===== src/rtl/cpdiv_pkg.sv =====
package cpdiv_pkg;

   localparam int unsigned NUM_OUT  = 4;
   localparam int unsigned SEL_W    = 3;
   localparam int unsigned SEL_BASE = 3;
   localparam int unsigned OFF_BASE = 16;

   // low bit of the ratio select field of output idx
   function automatic int unsigned sel_lsb(input int unsigned idx);
      return SEL_BASE + idx * SEL_W;
   endfunction

   // stop bit of output idx
   function automatic int unsigned off_bit(input int unsigned idx);
      return OFF_BASE + idx;
   endfunction

   // outputs 0 and 2 count their ratio codes from one
   function automatic bit code_from_one(input int unsigned idx);
      return (idx == 0) || (idx == 2);
   endfunction

   function automatic logic [63:0] impl_mask();
      logic [63:0] m;
      m = '0;
      for (int unsigned k = 0; k < NUM_OUT; k++) begin
         m[sel_lsb(k) +: SEL_W] = '1;
         m[off_bit(k)]          = 1'b1;
      end
      return m;
   endfunction

   // smallest ratio on every output, all outputs running
   function automatic logic [63:0] reset_word();
      logic [63:0] m;
      m = '0;
      for (int unsigned k = 0; k < NUM_OUT; k++)
         if (code_from_one(k)) m[sel_lsb(k)] = 1'b1;
      return m;
   endfunction

endpackage


===== src/rtl/cpdiv_ctrl_reg.sv =====
module cpdiv_ctrl_reg #(
   parameter int unsigned       DATA_W     = 32,
   parameter logic [DATA_W-1:0] KEEP_MASK  = '1,
   parameter logic [DATA_W-1:0] RESET_WORD = '0
) (
   input  logic              clk_i,
   input  logic              rst_ni,
   input  logic              wr_en_i,
   input  logic [DATA_W-1:0] wr_data_i,
   output logic [DATA_W-1:0] ctrl_o
);

   always_ff @(posedge clk_i or negedge rst_ni) begin
      if (!rst_ni)      ctrl_o <= RESET_WORD & KEEP_MASK;
      else if (wr_en_i) ctrl_o <= wr_data_i & KEEP_MASK;
   end

   assert_unused_zero_R2: assert property (@(posedge clk_i) disable iff (!rst_ni)
      (ctrl_o & ~KEEP_MASK) == '0);

   assert_write_lands_R2: assert property (@(posedge clk_i) disable iff (!rst_ni)
      wr_en_i |=> ctrl_o == ($past(wr_data_i) & KEEP_MASK));

endmodule


===== src/rtl/cpdiv_sel_decode.sv =====
module cpdiv_sel_decode #(
   parameter int unsigned SEL_W         = 3,
   parameter int unsigned RAT_W         = 4,
   parameter int unsigned MIN_DIV       = 2,
   parameter int unsigned MAX_DIV       = 8,
   parameter bit          CODE_FROM_ONE = 1'b1
) (
   input  logic [SEL_W-1:0] code_i,
   output logic [RAT_W-1:0] ratio_o
);

   localparam int unsigned SPAN = MAX_DIV - MIN_DIV;

   generate
      if (CODE_FROM_ONE) begin : g_from_one
         always_comb begin
            if (code_i == '0 || 32'(code_i) > SPAN + 1)
               ratio_o = RAT_W'(MAX_DIV);
            else
               ratio_o = RAT_W'(code_i) + RAT_W'(MIN_DIV - 1);
         end
      end else begin : g_from_zero
         always_comb begin
            if (32'(code_i) > SPAN)
               ratio_o = RAT_W'(MAX_DIV);
            else
               ratio_o = RAT_W'(code_i) + RAT_W'(MIN_DIV);
         end
      end
   endgenerate

endmodule


===== src/rtl/cpdiv_divider.sv =====
module cpdiv_divider #(
   parameter int unsigned RAT_W   = 4,
   parameter int unsigned MIN_DIV = 2,
   parameter int unsigned MAX_DIV = 8
) (
   input  logic             clk_i,
   input  logic             rst_ni,
   input  logic [RAT_W-1:0] ratio_i,
   input  logic             en_i,
   output logic             clk_o
);

   logic [RAT_W-1:0] cnt_q, cnt_d;
   logic [RAT_W-1:0] ratio_q, ratio_d;
   logic             run_q, run_d;
   logic             out_d;
   logic             at_end;

   // ratio and run state are only reloaded on the last cycle of a period
   always_comb begin
      at_end  = (cnt_q == ratio_q - RAT_W'(1));
      cnt_d   = at_end ? '0      : cnt_q + RAT_W'(1);
      ratio_d = at_end ? ratio_i : ratio_q;
      run_d   = at_end ? en_i    : run_q;
      out_d   = run_d && (cnt_d < (ratio_d >> 1));
   end

   // reset parks the counter on a boundary so the first edge loads the register
   always_ff @(posedge clk_i or negedge rst_ni) begin
      if (!rst_ni) begin
         cnt_q   <= RAT_W'(MIN_DIV - 1);
         ratio_q <= RAT_W'(MIN_DIV);
         run_q   <= 1'b0;
         clk_o   <= 1'b0;
      end else begin
         cnt_q   <= cnt_d;
         ratio_q <= ratio_d;
         run_q   <= run_d;
         clk_o   <= out_d;
      end
   end

   assert_cnt_below_ratio_R5: assert property (@(posedge clk_i) disable iff (!rst_ni)
      cnt_q < ratio_q);

   assert_new_ratio_legal_R3: assert property (@(posedge clk_i) disable iff (!rst_ni)
      at_end |-> (ratio_i >= RAT_W'(MIN_DIV)) && (ratio_i <= RAT_W'(MAX_DIV)));

   assert_rise_on_wrap_R6: assert property (@(posedge clk_i) disable iff (!rst_ni)
      $rose(clk_o) |-> cnt_q == '0);

   assert_ratio_moves_on_wrap_R6: assert property (@(posedge clk_i) disable iff (!rst_ni)
      (ratio_q != $past(ratio_q)) |-> cnt_q == '0);

   assert_stopped_is_low_R7: assert property (@(posedge clk_i) disable iff (!rst_ni)
      !run_q |-> !clk_o);

endmodule


===== src/rtl/cpu_postdiv_bank.sv =====
module cpu_postdiv_bank #(
   parameter int unsigned DATA_W  = 32,
   parameter int unsigned MIN_DIV = 2,
   parameter int unsigned MAX_DIV = 8
) (
   input  logic                          clk_i,
   input  logic                          rst_ni,
   input  logic                          wr_en_i,
   input  logic [DATA_W-1:0]             wr_data_i,
   output logic [DATA_W-1:0]             rd_data_o,
   output logic [cpdiv_pkg::NUM_OUT-1:0] div_clk_o
);

   import cpdiv_pkg::*;

   localparam int unsigned RAT_W = $clog2(MAX_DIV + 1);
   localparam logic [DATA_W-1:0] KEEP  = DATA_W'(impl_mask());
   localparam logic [DATA_W-1:0] RST_W = DATA_W'(reset_word());

   generate
      if (DATA_W < OFF_BASE + NUM_OUT) begin : g_bad_width
         $error("control word too narrow for the stop bits");
      end
      if (MAX_DIV - MIN_DIV + 1 > (1 << SEL_W) - 1) begin : g_bad_span
         $error("ratio range does not fit the select field");
      end
      if (MIN_DIV < 2 || MAX_DIV < MIN_DIV) begin : g_bad_div
         $error("illegal divide range");
      end
   endgenerate

   logic [DATA_W-1:0] ctrl_q;

   cpdiv_ctrl_reg #(
      .DATA_W    (DATA_W),
      .KEEP_MASK (KEEP),
      .RESET_WORD(RST_W)
   ) u_ctrl (
      .clk_i    (clk_i),
      .rst_ni   (rst_ni),
      .wr_en_i  (wr_en_i),
      .wr_data_i(wr_data_i),
      .ctrl_o   (ctrl_q)
   );

   assign rd_data_o = ctrl_q;

   for (genvar i = 0; i < NUM_OUT; i++) begin : g_out
      localparam int unsigned LSB = sel_lsb(i);
      localparam int unsigned OFF = off_bit(i);
      localparam bit          ONE = code_from_one(i);

      logic [RAT_W-1:0] ratio;

      cpdiv_sel_decode #(
         .SEL_W        (SEL_W),
         .RAT_W        (RAT_W),
         .MIN_DIV      (MIN_DIV),
         .MAX_DIV      (MAX_DIV),
         .CODE_FROM_ONE(ONE)
      ) u_dec (
         .code_i (ctrl_q[LSB +: SEL_W]),
         .ratio_o(ratio)
      );

      cpdiv_divider #(
         .RAT_W  (RAT_W),
         .MIN_DIV(MIN_DIV),
         .MAX_DIV(MAX_DIV)
      ) u_div (
         .clk_i  (clk_i),
         .rst_ni (rst_ni),
         .ratio_i(ratio),
         .en_i   (!ctrl_q[OFF]),
         .clk_o  (div_clk_o[i])
      );
   end

endmodule


===== config.mk =====
export PLATFORM = sky130hd
export DESIGN_NAME = cpu_postdiv_bank
export DESIGN_NICKNAME = d
export VERILOG_FILES = /design/src/rtl/cpdiv_pkg.sv /design/src/rtl/cpdiv_ctrl_reg.sv /design/src/rtl/cpdiv_sel_decode.sv /design/src/rtl/cpdiv_divider.sv /design/src/rtl/cpu_postdiv_bank.sv
export SDC_FILE = /design/constraint.sdc
export NUM_CORES = 1
export LEC_CHECK = 0
export BUFFER_PORTS_ARGS = -buffer_cell sky130_fd_sc_hd__buf_2
export CORE_MARGIN = 1.5
export CORE_UTILIZATION = 49
export DETAILED_ROUTE_END_ITERATION = 12
export HOLD_SLACK_MARGIN = 0.03
export PLACE_DENSITY = 0.74
export SLEW_MARGIN = 20
export SYNTH_ARGS = -nofsm -noshare
export SYNTH_HDL_FRONTEND = slang
export SYNTH_HIERARCHICAL = 1
export SYNTH_SLANG_ARGS = --single-unit

===== constraint.sdc =====
create_clock -name clk_i -period 2.59 [get_ports clk_i]
set_clock_uncertainty 0.15 [all_clocks]
set_input_delay 0.259 -clock clk_i [delete_from_list [all_inputs] [get_ports clk_i]]
set_output_delay 0.259 -clock clk_i [all_outputs]
set_load 0.01 [all_outputs]

==> summary.txt, run 1 <==
Timing
  – Slew headroom: 0.6341
  – Final Slew Violations: 0
  – RSZ-0062 raised after global routing: yes
  – Endpoints failing setup: 3
  – Final Hold Fails: 0
  – Worst Tran Pin Value: 0.5489 ns
  – Final hold slack: 0.03857 ns
  – Final worst setup slack: -0.03776 ns
  – Fmax: 0.3806 GHz
  – Final worst-path cycle share: 1.015
  – Minimum clock period: 2.628 ns

Clock network
  – Clock Sink Count: 56
  – H-tree depth: 2
  – Clk Latency, worst-skew pair: 0.31 ns
  – Clk slew on worst S/H paths: 0.10 ns
  – Clock tree buffer depth: 2
  – CTS Buf Count: 5
  – Clk root buf: clkbuf_8
  – CTS tree: yes

Worst setup path
  – Most common cell type on the critical path: mux2i_1
  – Worst-case reg-to-reg path depth: 11
  – Worst-path cell chain: inv_1, ha_4, xnor2_2, nor4_4, buf_4, mux2i_1, ha_1, nor2b_1, o21ai_1, nand3b_1, mux2i_1
  – R2R Setup Slk: -0.04 ns
  – Crit path DAT: 2.72 ns
  – FF-to-FF Start: g_out[0].u_div/ratio_q[1]
  – Critical path startpoint category: register
  – Worst Setup EP: g_out[0].u_div/clk_o
  – CP top delay family: flip-flops
  – Critical path's slowest cell: dfstp_2
  – CP startpoint: g_out[0].u_div/ratio_q[1]
  – CP required: 2.68 ns
  – Worst Setup Path Type: register to register
  – Crit-path max cell delay: 0.54 ns
  – CP bufs+invs: 2
  – Setup crit end kind: register
  – Crit path max fanout: 3
  – Critical R2R Capture: g_out[0].u_div/clk_o
  – Levels on crit path: 11

Place
  – Routability-driven placement congestion ratio: 0.7672
  – Post-Place Cell Area: 3550 µm²
  – HPWL after DPL: 4.273 mm
  – Port-buffer cells: 38

Logic synthesis
  – Synth warnings: 6
  – FF+latch count, synth: 56
  – Synth Area in Simple Gates: 0.09586
  – Largest family of logic cells by synthesized area: multiplexers
  – Syn Inst Count: 267
  – Distinct cell type count after synthesis: 27
  – Synthesized area: 3263 µm²
  – Xor and xnor fraction of the mapped netlist area: 0.08589
  – Adder-Cell Fraction of Synth Area: 0.08436
  – Avg Synthesized Cell Area: 12.22 µm²
  – Sequential cell area fraction in the yosys report: 0.4333
  – Synth Area in Compound Gates: 0.03221
  – Mux share of post-synthesis cell area: 0.1863

Routing
  – First drt pass iteration count: 4
  – Post-Route WL: 6.028 mm
  – Routed WL per cell: 14.42 µm
  – DRT iter0 DRCs: 95
  – DR vias/cell: 5.067
  – Routed via count: 2118
  – Post-route ant nets: 0
  – Remaining DRCs: 0

Worst hold path
  – Hold depth: 2
  – Min-delay worst type: input pin to register

Pwr
  – Power Density: 1450 nW/µm²
  – Leakage power: 1.837 nW
  – Pwr Total: 5.753 mW
  – VDD IR-drop max: 0.6777 mV

Finish
  – Area of the multi-input gates: 1734 µm²
  – # fillers: 512
  – Nets@finish: 398
  – N_diodes: 0
  – Sequential Area: 1414 µm²
  – Synth-to-Final Area Change: 21.59%
  – Layout cell share with drive strength beyond 1: 0.3695
  – Fin area: 3968 µm²

Outcome
  – Violated checks: negative setup slack
  – Status: finished, violations left

Floorplanning
  – Initial core utilization: 0.5110
  – Core Rows: 29
  – Die height: 84.61 µm
  – Die ar.: 7158 µm²
  – Die width: 84.61 µm
  – # IOs: 71
  – Core Region: 6386 µm²

Global route
  – First-pass GRT wire length: 9.998 mm
  – GR Overflow Total: 0
  – Largest net degree at the start of global routing: 36
  – Initial antenna violation count: 0
  – Overall Global Routing Usage: 0.1750
  – Vias in the first global route: 2172

Job
  – Max-cap violations: 0
-- cell usage after synthesis --
master / count / area share
and2_1: 2 / 0.0038
a21boi_0: 4 / 0.0092
a21oi_1: 2 / 0.0031
buf_4: 16 / 0.037
ha_1: 22 / 0.084
nor2_1: 14 / 0.016
nor2b_1: 10 / 0.019
inv_1: 18 / 0.021
xnor2_1: 28 / 0.075
nand3b_1: 4 / 0.0092
mux2i_1: 12 / 0.037
buf_6: 5 / 0.017
mux2_4: 22 / 0.10
mux2_2: 14 / 0.048
nand2b_1: 2 / 0.0038
xor2_1: 4 / 0.011
nor3_1: 4 / 0.0061
dfrtp_1: 46 / 0.35
buf_12: 1 / 0.0061
dfstp_2: 10 / 0.081
o21ai_0: 10 / 0.015
nand3_1: 4 / 0.0061
o31ai_1: 2 / 0.0046
or3b_1: 2 / 0.0054
nand4b_1: 4 / 0.011
nor4_2: 4 / 0.015
conb_1: 1 / 0.0011
-- repair_timing --
| action | in CTS | in global routing |
|---|---|---|
| pin swaps | 1 | 8 |
| hold buffers | 13 | 2 |
| setup buffers | 4 | 0 |
| setup endpoints to repair | 4 | 4 |
| gates resized for setup | 10 | 14 |
| endpoints found under the hold margin | 30 | 2 |
-- worst reg2reg max path, stage by stage (launching register included) --
cell and delay [ns]:
dfstp_2 0.54, inv_1 0.06, ha_4 0.22, xnor2_2 0.15, nor4_4 0.30, buf_4 0.18, mux2i_1 0.18, ha_1 0.25
nor2b_1 0.14, o21ai_1 0.15, nand3b_1 0.10, mux2i_1 0.14
-- per-layer routing --
metal | vias up | part of all wire | GRT usage
li1 | 1020 | - | -
met1 | 1059 | 0.43 | 0.2141
met2 | 34 | 0.54 | 0.3110
met3 | 5 | 0.026 | 0.03638
met4 | 0 | 0.0096 | 0.05132
met5 | - | 0 | 0
-- worst min path at each step --
| stage | startpoint | to | slack, ns |
|---|---|---|---|
| floorplan | rst_ni | g_out[0].u_div/clk_o | -0.19 |
| global placement | rst_ni | g_out[3].u_div/clk_o | 0.11 |
| detailed placement | rst_ni | g_out[3].u_div/cnt_q[2] | 0.13 |
| CTS | wr_data_i[14] | u_ctrl/ctrl_o[14] | 0.03 |
| global route | wr_data_i[12] | u_ctrl/ctrl_o[12] | 0.03 |
| finish | wr_data_i[12] | u_ctrl/ctrl_o[12] | 0.04 |
-- cells in the final DEF, fill, tap and decap left out, types with 2 or more instances in the layout --
cell,synthesis,routed
nor2_1,14,14
nor2b_1,10,9
xor2_1,4,4
xnor2_2,0,5
or3b_1,2,2
buf_2,0,38
inv_1,18,17
and2_1,2,2
conb_1,1,16
o21ai_0,10,2
nand4b_1,4,4
buf_4,16,18
dlygate4sd3_1,0,15
nand3_1,4,4
ha_1,22,20
o31ai_1,2,2
nand2b_1,2,2
nand3b_1,4,4
a21boi_0,4,3
mux2_4,22,22
o21ai_1,0,8
dfrtp_1,46,46
clkbuf_8,0,5
xnor2_1,28,22
a21oi_1,2,2
mux2i_1,12,12
bufinv_16,0,2
mux2_2,14,14
nor3_1,4,4
nor4_2,4,3
buf_12,1,2
ha_4,0,2
dfstp_2,10,10
-- stage by stage --
step / setup TNS, ns / setup slack [ns] / cells / util
after floorplan: -0.2361 / -0.05902 / 282 / -
after global placement: -0.01197 / -0.01059 / 392 / 0.5558
after detailed placement: -0.2793 / -0.1448 / 392 / 0.5558
after CTS: -0.2021 / -0.1529 / 416 / 0.6046
after global routing: -0.7027 / -0.2043 / 418 / 0.6213
final: -0.04756 / -0.03776 / 418 / 0.6213
-- area by class of cell --
type	instances	area share
multi-input cells	186	0.4371
flip-flops and latches	56	0.3564
repair buffers	74	0.1328
well taps	77	0.02428
clock buffers	5	0.01734
inverters	18	0.01703
clock inverters	2	0.01514
-- registers in the layout, indices dropped and copies added, names as in the netlist --
register and cells:
g_out.u_div/clk_o 4, g_out.u_div/cnt_q 16, g_out.u_div/ratio_q 16, g_out.u_div/run_q 4, u_ctrl/ctrl_o 16
-- power breakdown --
group	leakage, nW	total, mW	switching (mW)	internal [mW]
logic	1.11	3.47	1.51	1.96
registers	0.661	1.62	0.344	1.28
clock network	0.0642	0.661	0.281	0.381
total	1.84	5.75	2.14	3.62
-- logic make-up (layout without fill, tap and decap cells) --
| logic type | after synthesis | after routing |
|---|---|---|
| buffers and inverters | 40 | 99 |
| XOR/XNOR | 32 | 32 |
| multiplexers | 48 | 48 |
| other | 1 | 16 |
| AND/OR/NAND/NOR | 50 | 50 |
| flip-flops | 56 | 56 |
| adder cells (fa/ha/maj) | 22 | 22 |
| AO/OA/AOI/OAI | 18 | 18 |
Note: power is estimated with default switching activity, not from simulation.
==> run 2, diff against run 1 <==
--- a/config.mk
+++ b/config.mk
@@ -11,6 +11,7 @@
 export DETAILED_ROUTE_END_ITERATION = 12
 export HOLD_SLACK_MARGIN = 0.03
 export PLACE_DENSITY = 0.74
+export SETUP_SLACK_MARGIN = 0.4
 export SLEW_MARGIN = 20
 export SYNTH_ARGS = -nofsm -noshare
 export SYNTH_HDL_FRONTEND = slang
==> run 2 against run 1 <==
Compared with the run above: the run still ends with negative setup slack left; final cell count increased by 1.4%; routed wire length increased by 5.7%; sequential share of layout area decreased by 1.3 points; critical path depth increased by 2; combinational power increased by 11%; total power increased by 6.8%; flip-flop and latch count unchanged; register-to-register slack about the same; largest cell class unchanged; utilization increased by 2.4 points.
==> summary.txt, run 2 (synthesized netlist as in run 1, its figures left out) <==
Outcome
  – Status: finished, violations left (unchanged)
  – Violated checks: negative setup slack (unchanged)

Clock network
  – CTS tree: yes (unchanged)
  – Clock Sink Count: 56 (unchanged)
  – Clk Latency, worst-skew pair: 0.31 ns (about the same)
  – Clk slew on worst S/H paths: 0.10 ns (about the same)
  – H-tree depth: 2 (unchanged)
  – Clk root buf: clkbuf_8 (unchanged)
  – CTS Buf Count: 5 (unchanged)
  – Clock tree buffer depth: 2 (unchanged)

Pwr
  – VDD IR-drop max: 0.7890 mV (was 0.6777 mV)
  – Power Density: 1492 nW/µm² (was 1450 nW/µm²)
  – Leakage power: 1.907 nW (was 1.837 nW)
  – Pwr Total: 6.144 mW (was 5.753 mW)

Job
  – Max-cap violations: 0 (unchanged)

Finish
  – # fillers: 494 (was 512)
  – Area of the multi-input gates: 1797 µm² (was 1734 µm²)
  – N_diodes: 0 (unchanged)
  – Post-layout util: 0.6448 (was 0.6213)
  – Layout cell share with drive strength beyond 1: 0.4006 (was 0.3695)
  – Commonest non-fill, non-tap cells in the layout: dfrtp_1, buf_2, mux2_4 (was dfrtp_1, buf_2, xnor2_1, mux2_4, ha_1)
  – Fin area: 4118 µm² (was 3968 µm²)
  – Sequential Area: 1415 µm² (was 1414 µm²)
  – Nets@finish: 404 (was 398)
  – Synth-to-Final Area Change: 26.19% (was 21.59%)
  – Top flop regs: g_out.u_div/cnt_q (16), g_out.u_div/ratio_q (16), u_ctrl/ctrl_o (16) (unchanged)
  – Most common cell after layout, fill and taps aside: dfrtp_1 (unchanged)

Timing
  – Endpoints failing setup: 1 (was 3)
  – RSZ-0062 raised after global routing: yes (unchanged)
  – Final Slew Violations: 0 (unchanged)
  – Minimum clock period: 2.643 ns (was 2.628 ns)
  – Fmax: 0.3784 GHz (was 0.3806 GHz)
  – Final worst setup slack: -0.05263 ns (was -0.03776 ns)
  – Slew headroom: 0.6276 (was 0.6341)
  – Final worst-path cycle share: 1.020 (was 1.015)
  – Worst Tran Pin Value: 0.5586 ns (was 0.5489 ns)
  – Final Hold Fails: 0 (unchanged)

Place
  – Routability-driven placement congestion ratio: 0.7672 (unchanged)
  – HPWL after DPL: 4.273 mm (unchanged)
  – Post-Place Cell Area: 3550 µm² (unchanged)
  – Port-buffer cells: 38 (unchanged)

Routing
  – Remaining DRCs: 0 (unchanged)
  – Routed via count: 2160 (was 2118)
  – DRT iter0 DRCs: 103 (was 95)
  – Post-route ant nets: 0 (unchanged)
  – Routed WL per cell: 15.03 µm (was 14.42 µm)
  – First drt pass iteration count: 4 (unchanged)
  – Post-Route WL: 6.373 mm (was 6.028 mm)
  – DR vias/cell: 5.094 (was 5.067)

Worst hold path
  – Hold depth: 2 (unchanged)
  – Min-delay worst type: input pin to register (unchanged)

Global route
  – Initial antenna violation count: 0 (unchanged)
  – GR Overflow Total: 0 (unchanged)
  – First-pass GRT wire length: 10.12 mm (was 9.998 mm)
  – Vias in the first global route: 2178 (was 2172)
  – Overall Global Routing Usage: 0.1768 (was 0.1750)
  – Largest net degree at the start of global routing: 36 (unchanged)

Floorplanning
  – Core Region: 6386 µm² (unchanged)
  – Die ar.: 7158 µm² (unchanged)
  – # IOs: 71 (unchanged)
  – Initial core utilization: 0.5110 (unchanged)
  – Die height: 84.61 µm (unchanged)
  – Die width: 84.61 µm (unchanged)
  – Core Rows: 29 (unchanged)

Worst setup path
  – FF-to-FF Start: g_out[0].u_div/ratio_q[1] (unchanged)
  – CP required: 2.67 ns (was 2.68 ns)
  – Crit path DAT: 2.73 ns (was 2.72 ns)
  – Critical path startpoint category: register (unchanged)
  – Setup crit end kind: register (unchanged)
  – Worst Setup EP: g_out[0].u_div/clk_o (unchanged)
  – R2R Setup Slk: -0.05 ns (was -0.04 ns)
  – Worst-case reg-to-reg path depth: 13 (was 11)
  – CP startpoint: g_out[0].u_div/ratio_q[1] (unchanged)
  – Critical R2R Capture: g_out[0].u_div/clk_o (unchanged)
  – Worst Setup Path Type: register to register (unchanged)
  – Crit path max fanout: 2 (was 3)
## run 2: changes by cell type in the layout (fill, tap and decap cells not counted), sizes merged
cell,delta
buf,+6
## run 2: layout make-up
| cell class | instances | share of cell area |
|---|---|---|
| clock buffers | 5 | 0.01671 |
| well taps | 77 | 0.02340 |
| repair buffers | 80 | 0.1489 |
| inverters | 18 | 0.01641 |
| flip-flops and latches | 56 | 0.3437 |
| multi-input cells | 186 | 0.4363 |
| clock inverters | 2 | 0.01459 |
## run 2: how the worst min path moves through the flow
| stage | start | end |
|---|---|---|
| after floorplan | rst_ni | g_out[0].u_div/clk_o |
| after global placement | rst_ni | g_out[3].u_div/clk_o |
| after detailed placement | rst_ni | g_out[3].u_div/cnt_q[2] |
| after CTS | wr_data_i[14] | u_ctrl/ctrl_o[14] |
| after global routing | wr_data_i[3] | u_ctrl/ctrl_o[3] |
| final | wr_data_i[12] | u_ctrl/ctrl_o[12] |
## run 2: worst max-delay path: stages, from the launching register on
cell and delay [ns]:
dfstp_2 0.55, inv_2 0.04, ha_4 0.15, xnor2_2 0.14
xnor2_2 0.19, nor4_4 0.06, buf_4 0.15, buf_4 0.14
nor2b_1 0.20, ha_1 0.28, a21boi_0 0.12, o21ai_1 0.15
nand4b_1 0.11, mux2i_1 0.14
## run 2: timing repair
action | in CTS | in global routing
endpoints found under the hold margin | 30 | 2
setup buffers | 4 | 6
gates resized for setup | 18 | 32
hold buffers | 13 | 2
pin swaps | 1 | 9
setup endpoints to repair | 8 | 23
gates cloned | 0 | 0
## run 2: stage by stage
| stage | TNS [ns] | hold slack, ns | setup WS (ns) | std cells |
|---|---|---|---|---|
| after floorplan | -0.2361 | -0.1866 | -0.05902 | 282 |
| after global placement | -0.01197 | 0.1111 | -0.01059 | 392 |
| after detailed placement | -0.2793 | 0.1276 | -0.1448 | 392 |
| after CTS | -0.2017 | 0.03367 | -0.1525 | 416 |
| after global routing | -0.5488 | 0.03286 | -0.2521 | 424 |
| final | -0.05263 | 0.04128 | -0.05263 | 424 |
## run 2: power breakdown
group	internal [mW]	switching (mW)
registers	1.28	0.361
clock network	0.381	0.279
logic	2.23	1.62
## run 2: layer usage
metal | global-route usage | part of all wire | up-vias
li1 | - | - | 1037
met1 | 0.2198 | 0.42 | 1077
met2 | 0.3110 | 0.54 | 40
met3 | 0.03638 | 0.033 | 6
met4 | 0.05132 | 0.0089 | 0
met5 | 0 | 0 | -
==> run 3, diff against run 2 <==
--- a/config.mk
+++ b/config.mk
@@ -7,10 +7,11 @@
 export LEC_CHECK = 0
 export BUFFER_PORTS_ARGS = -buffer_cell sky130_fd_sc_hd__buf_2
 export CORE_MARGIN = 1.5
-export CORE_UTILIZATION = 49
+export CORE_UTILIZATION = 59
 export DETAILED_ROUTE_END_ITERATION = 12
 export HOLD_SLACK_MARGIN = 0.03
-export PLACE_DENSITY = 0.74
+export MAX_ROUTING_LAYER = met4
+export PLACE_DENSITY = 0.84
 export SETUP_SLACK_MARGIN = 0.4
 export SLEW_MARGIN = 20
 export SYNTH_ARGS = -nofsm -noshare
==> constraint.sdc (replaced) <==
create_clock -name clk_i -period 3.11 [get_ports clk_i]
set_clock_uncertainty 0.15 [all_clocks]
set_input_delay 0.311 -clock clk_i [delete_from_list [all_inputs] [get_ports clk_i]]
set_output_delay 0.311 -clock clk_i [all_outputs]
set_load 0.01 [all_outputs]
==> run 3 against run 2 <==
Compared with the run above: the run now ends clean; combinational power fell by 26%; die area decreased by 16%; via count down 3.5%.
==> summary.txt, run 3 (synthesized netlist as in run 1, its figures left out) <==
Finish
  – Nets@finish: 384 (was 404)
  – Most common cell after layout, fill and taps aside: dfrtp_1 (unchanged)
  – Sequential Area: 1414 µm² (was 1415 µm²)
  – # fillers: 372 (was 494)
  – Commonest non-fill, non-tap cells in the layout: dfrtp_1, buf_2, xnor2_1 (was dfrtp_1, buf_2, mux2_4)
  – Synth-to-Final Area Change: 15.57% (was 26.19%)
  – N_diodes: 0 (unchanged)
  – Layout cell share with drive strength beyond 1: 0.3902 (was 0.4006)
  – Post-layout util: 0.7245 (was 0.6448)
  – Top flop regs: g_out.u_div/cnt_q (16), g_out.u_div/ratio_q (16), u_ctrl/ctrl_o (16) (unchanged)
  – Area of the multi-input gates: 1722 µm² (was 1797 µm²)

Timing
  – RSZ-0062 raised after global routing: yes (unchanged)
  – Worst Tran Pin Value: 0.5038 ns (was 0.5586 ns)
  – Fmax: 0.3535 GHz (was 0.3784 GHz)
  – Endpoints failing setup: 0 (was 1)
  – Final worst-path cycle share: 0.9097 (was 1.020)
  – Total Neg Setup Slack: 0 ns (was -0.05263 ns)
  – Final Hold Fails: 0 (unchanged)
  – Final Slew Violations: 0 (unchanged)
  – Minimum clock period: 2.829 ns (was 2.643 ns)
  – Slew headroom: 0.6641 (was 0.6276)

Floorplanning
  – Die ar.: 5986 µm² (was 7158 µm²)
  – Core Region: 5205 µm² (was 6386 µm²)
  – # IOs: 71 (unchanged)
  – Die height: 77.37 µm (was 84.61 µm)
  – Die width: 77.37 µm (was 84.61 µm)
  – Initial core utilization: 0.6269 (was 0.5110)
  – Core Rows: 26 (was 29)

Worst hold path
  – Hold Startpoint: wr_data_i[16] (was wr_data_i[12])
  – Hold EP: u_ctrl/ctrl_o[16] (was u_ctrl/ctrl_o[12])
  – Min-delay worst type: input pin to register (unchanged)
  – Hold depth: 2 (unchanged)

Clock network
  – CTS Buf Count: 5 (unchanged)
  – H-tree depth: 2 (unchanged)
  – Clock Sink Count: 56 (unchanged)
  – Clk slew on worst S/H paths: 0.10 ns (about the same)
  – Clk Latency, worst-skew pair: 0.31 ns (about the same)
  – CTS tree: yes (unchanged)
  – Clock tree buffer depth: 2 (unchanged)
  – Clk root buf: clkbuf_8 (unchanged)

Global route
  – Vias in the first global route: 2178 (unchanged)
  – Initial antenna violation count: 0 (unchanged)
  – GR Overflow Total: 0 (unchanged)
  – Largest net degree at the start of global routing: 37 (was 36)
  – First-pass GRT wire length: 9.873 mm (was 10.12 mm)
  – Overall Global Routing Usage: 0.2157 (was 0.1768)

Place
  – Port-buffer cells: 38 (unchanged)
  – HPWL after DPL: 4.257 mm (was 4.273 mm)
  – Routability-driven placement congestion ratio: 0.8207 (was 0.7672)

Worst setup path
  – Critical R2R Capture: g_out[3].u_div/clk_o (was g_out[0].u_div/clk_o)
  – Worst-case reg-to-reg path depth: 12 (was 13)
  – Worst-path cell chain: inv_2, ha_4, xnor2_2, xnor2_1, nor4_2, buf_4, mux2i_1, ha_1, nor2b_1, o21ai_1, nand3b_1, mux2i_1 (was inv_2, ha_4, xnor2_2, xnor2_2, nor4_4, buf_4, buf_4, nor2b_1, ha_1, a21boi_0, o21ai_1, nand4b_1, mux2i_1)
  – Setup crit end kind: register (unchanged)
  – Crit path DAT: 2.91 ns (was 2.73 ns)
  – Critical path's slowest cell: dfstp_2 (unchanged)
  – CP top delay family: simple AND/OR/NAND/NOR gates (was flip-flops)
  – CP startpoint: g_out[3].u_div/ratio_q[1] (was g_out[0].u_div/ratio_q[1])
  – R2R Setup Slk: 0.28 ns (was -0.05 ns)
  – Worst Setup Path Type: register to register (unchanged)
  – Most common cell type on the critical path: mux2i_1
  – Crit-path max cell delay: 0.57 ns (was 0.55 ns)
  – CP required: 3.19 ns (was 2.67 ns)
  – Critical path startpoint category: register (unchanged)
  – Crit path max fanout: 4 (was 2)
  – CP bufs+invs: 2 (was 3)
  – FF-to-FF Start: g_out[3].u_div/ratio_q[1] (was g_out[0].u_div/ratio_q[1])

Routing
  – Routed WL per cell: 15.26 µm (was 15.03 µm)
  – DRT iter0 DRCs: 72 (was 103)
  – Routed via count: 2085 (was 2160)
  – Post-Route WL: 6.073 mm (was 6.373 mm)
  – Post-route ant nets: 0 (unchanged)
  – DR vias/cell: 5.239 (was 5.094)
  – First drt pass iteration count: 4 (unchanged)
  – Remaining DRCs: 0 (unchanged)

Pwr
  – Pwr Total: 4.668 mW (was 6.144 mW)
  – Power Density: 1238 nW/µm² (was 1492 nW/µm²)
  – Leakage power: 1.749 nW (was 1.907 nW)
  – VDD IR-drop max: 0.6989 mV (was 0.7890 mV)

Outcome
  – Status: finished clean (was finished, violations left)

Job
  – Max-cap violations: 0 (unchanged)
## run 3: cell count changes in the layout (fill, tap and decap cells not counted), moves of 3 or more
| cell | before | now |
|---|---|---|
| dlygate4sd3_1 | 15 | 1 |
| mux2_2 | 8 | 14 |
| mux2_4 | 28 | 22 |
| buf_6 | 8 | 3 |
| xnor2_1 | 20 | 25 |
| xnor2_2 | 7 | 3 |
| buf_4 | 15 | 18 |
## run 3: through the flow
stage          worst slack, ns  cell area (µm²)  instances  hold WS [ns]
2_1_floorplan           0.4610             3319        282       -0.1346
3_3_place_gp            0.3704             3468        377        0.1440
3_5_place_dp            0.2708             3468        377        0.1492
4_1_cts                 0.3601             3643        391       0.06621
5_1_grt                 0.1926             3771        398       0.05551
6_report                0.2808             3771        398       0.07111
## run 3: worst max-delay path by stage
| stage | endpoint | slack [ns] | cells past startpoint |
|---|---|---|---|
| floorplan | g_out[0].u_div/clk_o | 0.46 | 11 |
| global placement | g_out[2].u_div/clk_o | 0.37 | 10 |
| detailed placement | g_out[1].u_div/clk_o | 0.27 | 10 |
| CTS | g_out[1].u_div/clk_o | 0.36 | 12 |
| global route | g_out[3].u_div/clk_o | 0.19 | 12 |
| finish | g_out[3].u_div/clk_o | 0.28 | 12 |
## run 3: cell type report
| cell class | count | area share |
|---|---|---|
| Clock buffer | 5 | 0.01825 |
| Multi-Input combinational cell | 186 | 0.4565 |
| Clock inverter | 3 | 0.01128 |
| Inverter | 18 | 0.01792 |
| Sequential cell | 56 | 0.3749 |
| Tap cell | 70 | 0.02322 |
| Timing Repair Buffer | 60 | 0.09788 |
## run 3: power by group
group | total [mW] | switching, mW | internal, mW | leakage (nW)
Combinational | 2.83 | 1.25 | 1.58 | 1.03
Sequential | 1.36 | 0.294 | 1.06 | 0.661
Clock | 0.477 | 0.239 | 0.239 | 0.0541
Total | 4.67 | 1.78 | 2.88 | 1.75
## run 3: what timing repair did
action	in CTS	in global routing
cloned	0	0
endpoints found under the hold margin	19	0
buffers inserted	5	7
pin swaps	3	15
setup endpoints to repair	4	4
hold buffers	1	0
gates resized for setup	5	19
## run 3: layer usage
layer  part of all wire  vias to the layer above  GRT usage
met5                  0                        -          -
met4              0.016                        0    0.07455
met3              0.035                       12    0.04353
met2               0.53                       45     0.3684
met1               0.42                     1033     0.2543
li1                   -                      995          -
## run 3: worst register-to-register path, delay by kind of cell, from the launching register on
kind | cells | cell delay, ns
simple gates | 3 | 0.57
flops | 1 | 0.57
fa+ha+maj | 2 | 0.41
mux | 2 | 0.36
xor+xnor | 2 | 0.27
buf+inv | 2 | 0.25
compound gates | 1 | 0.17
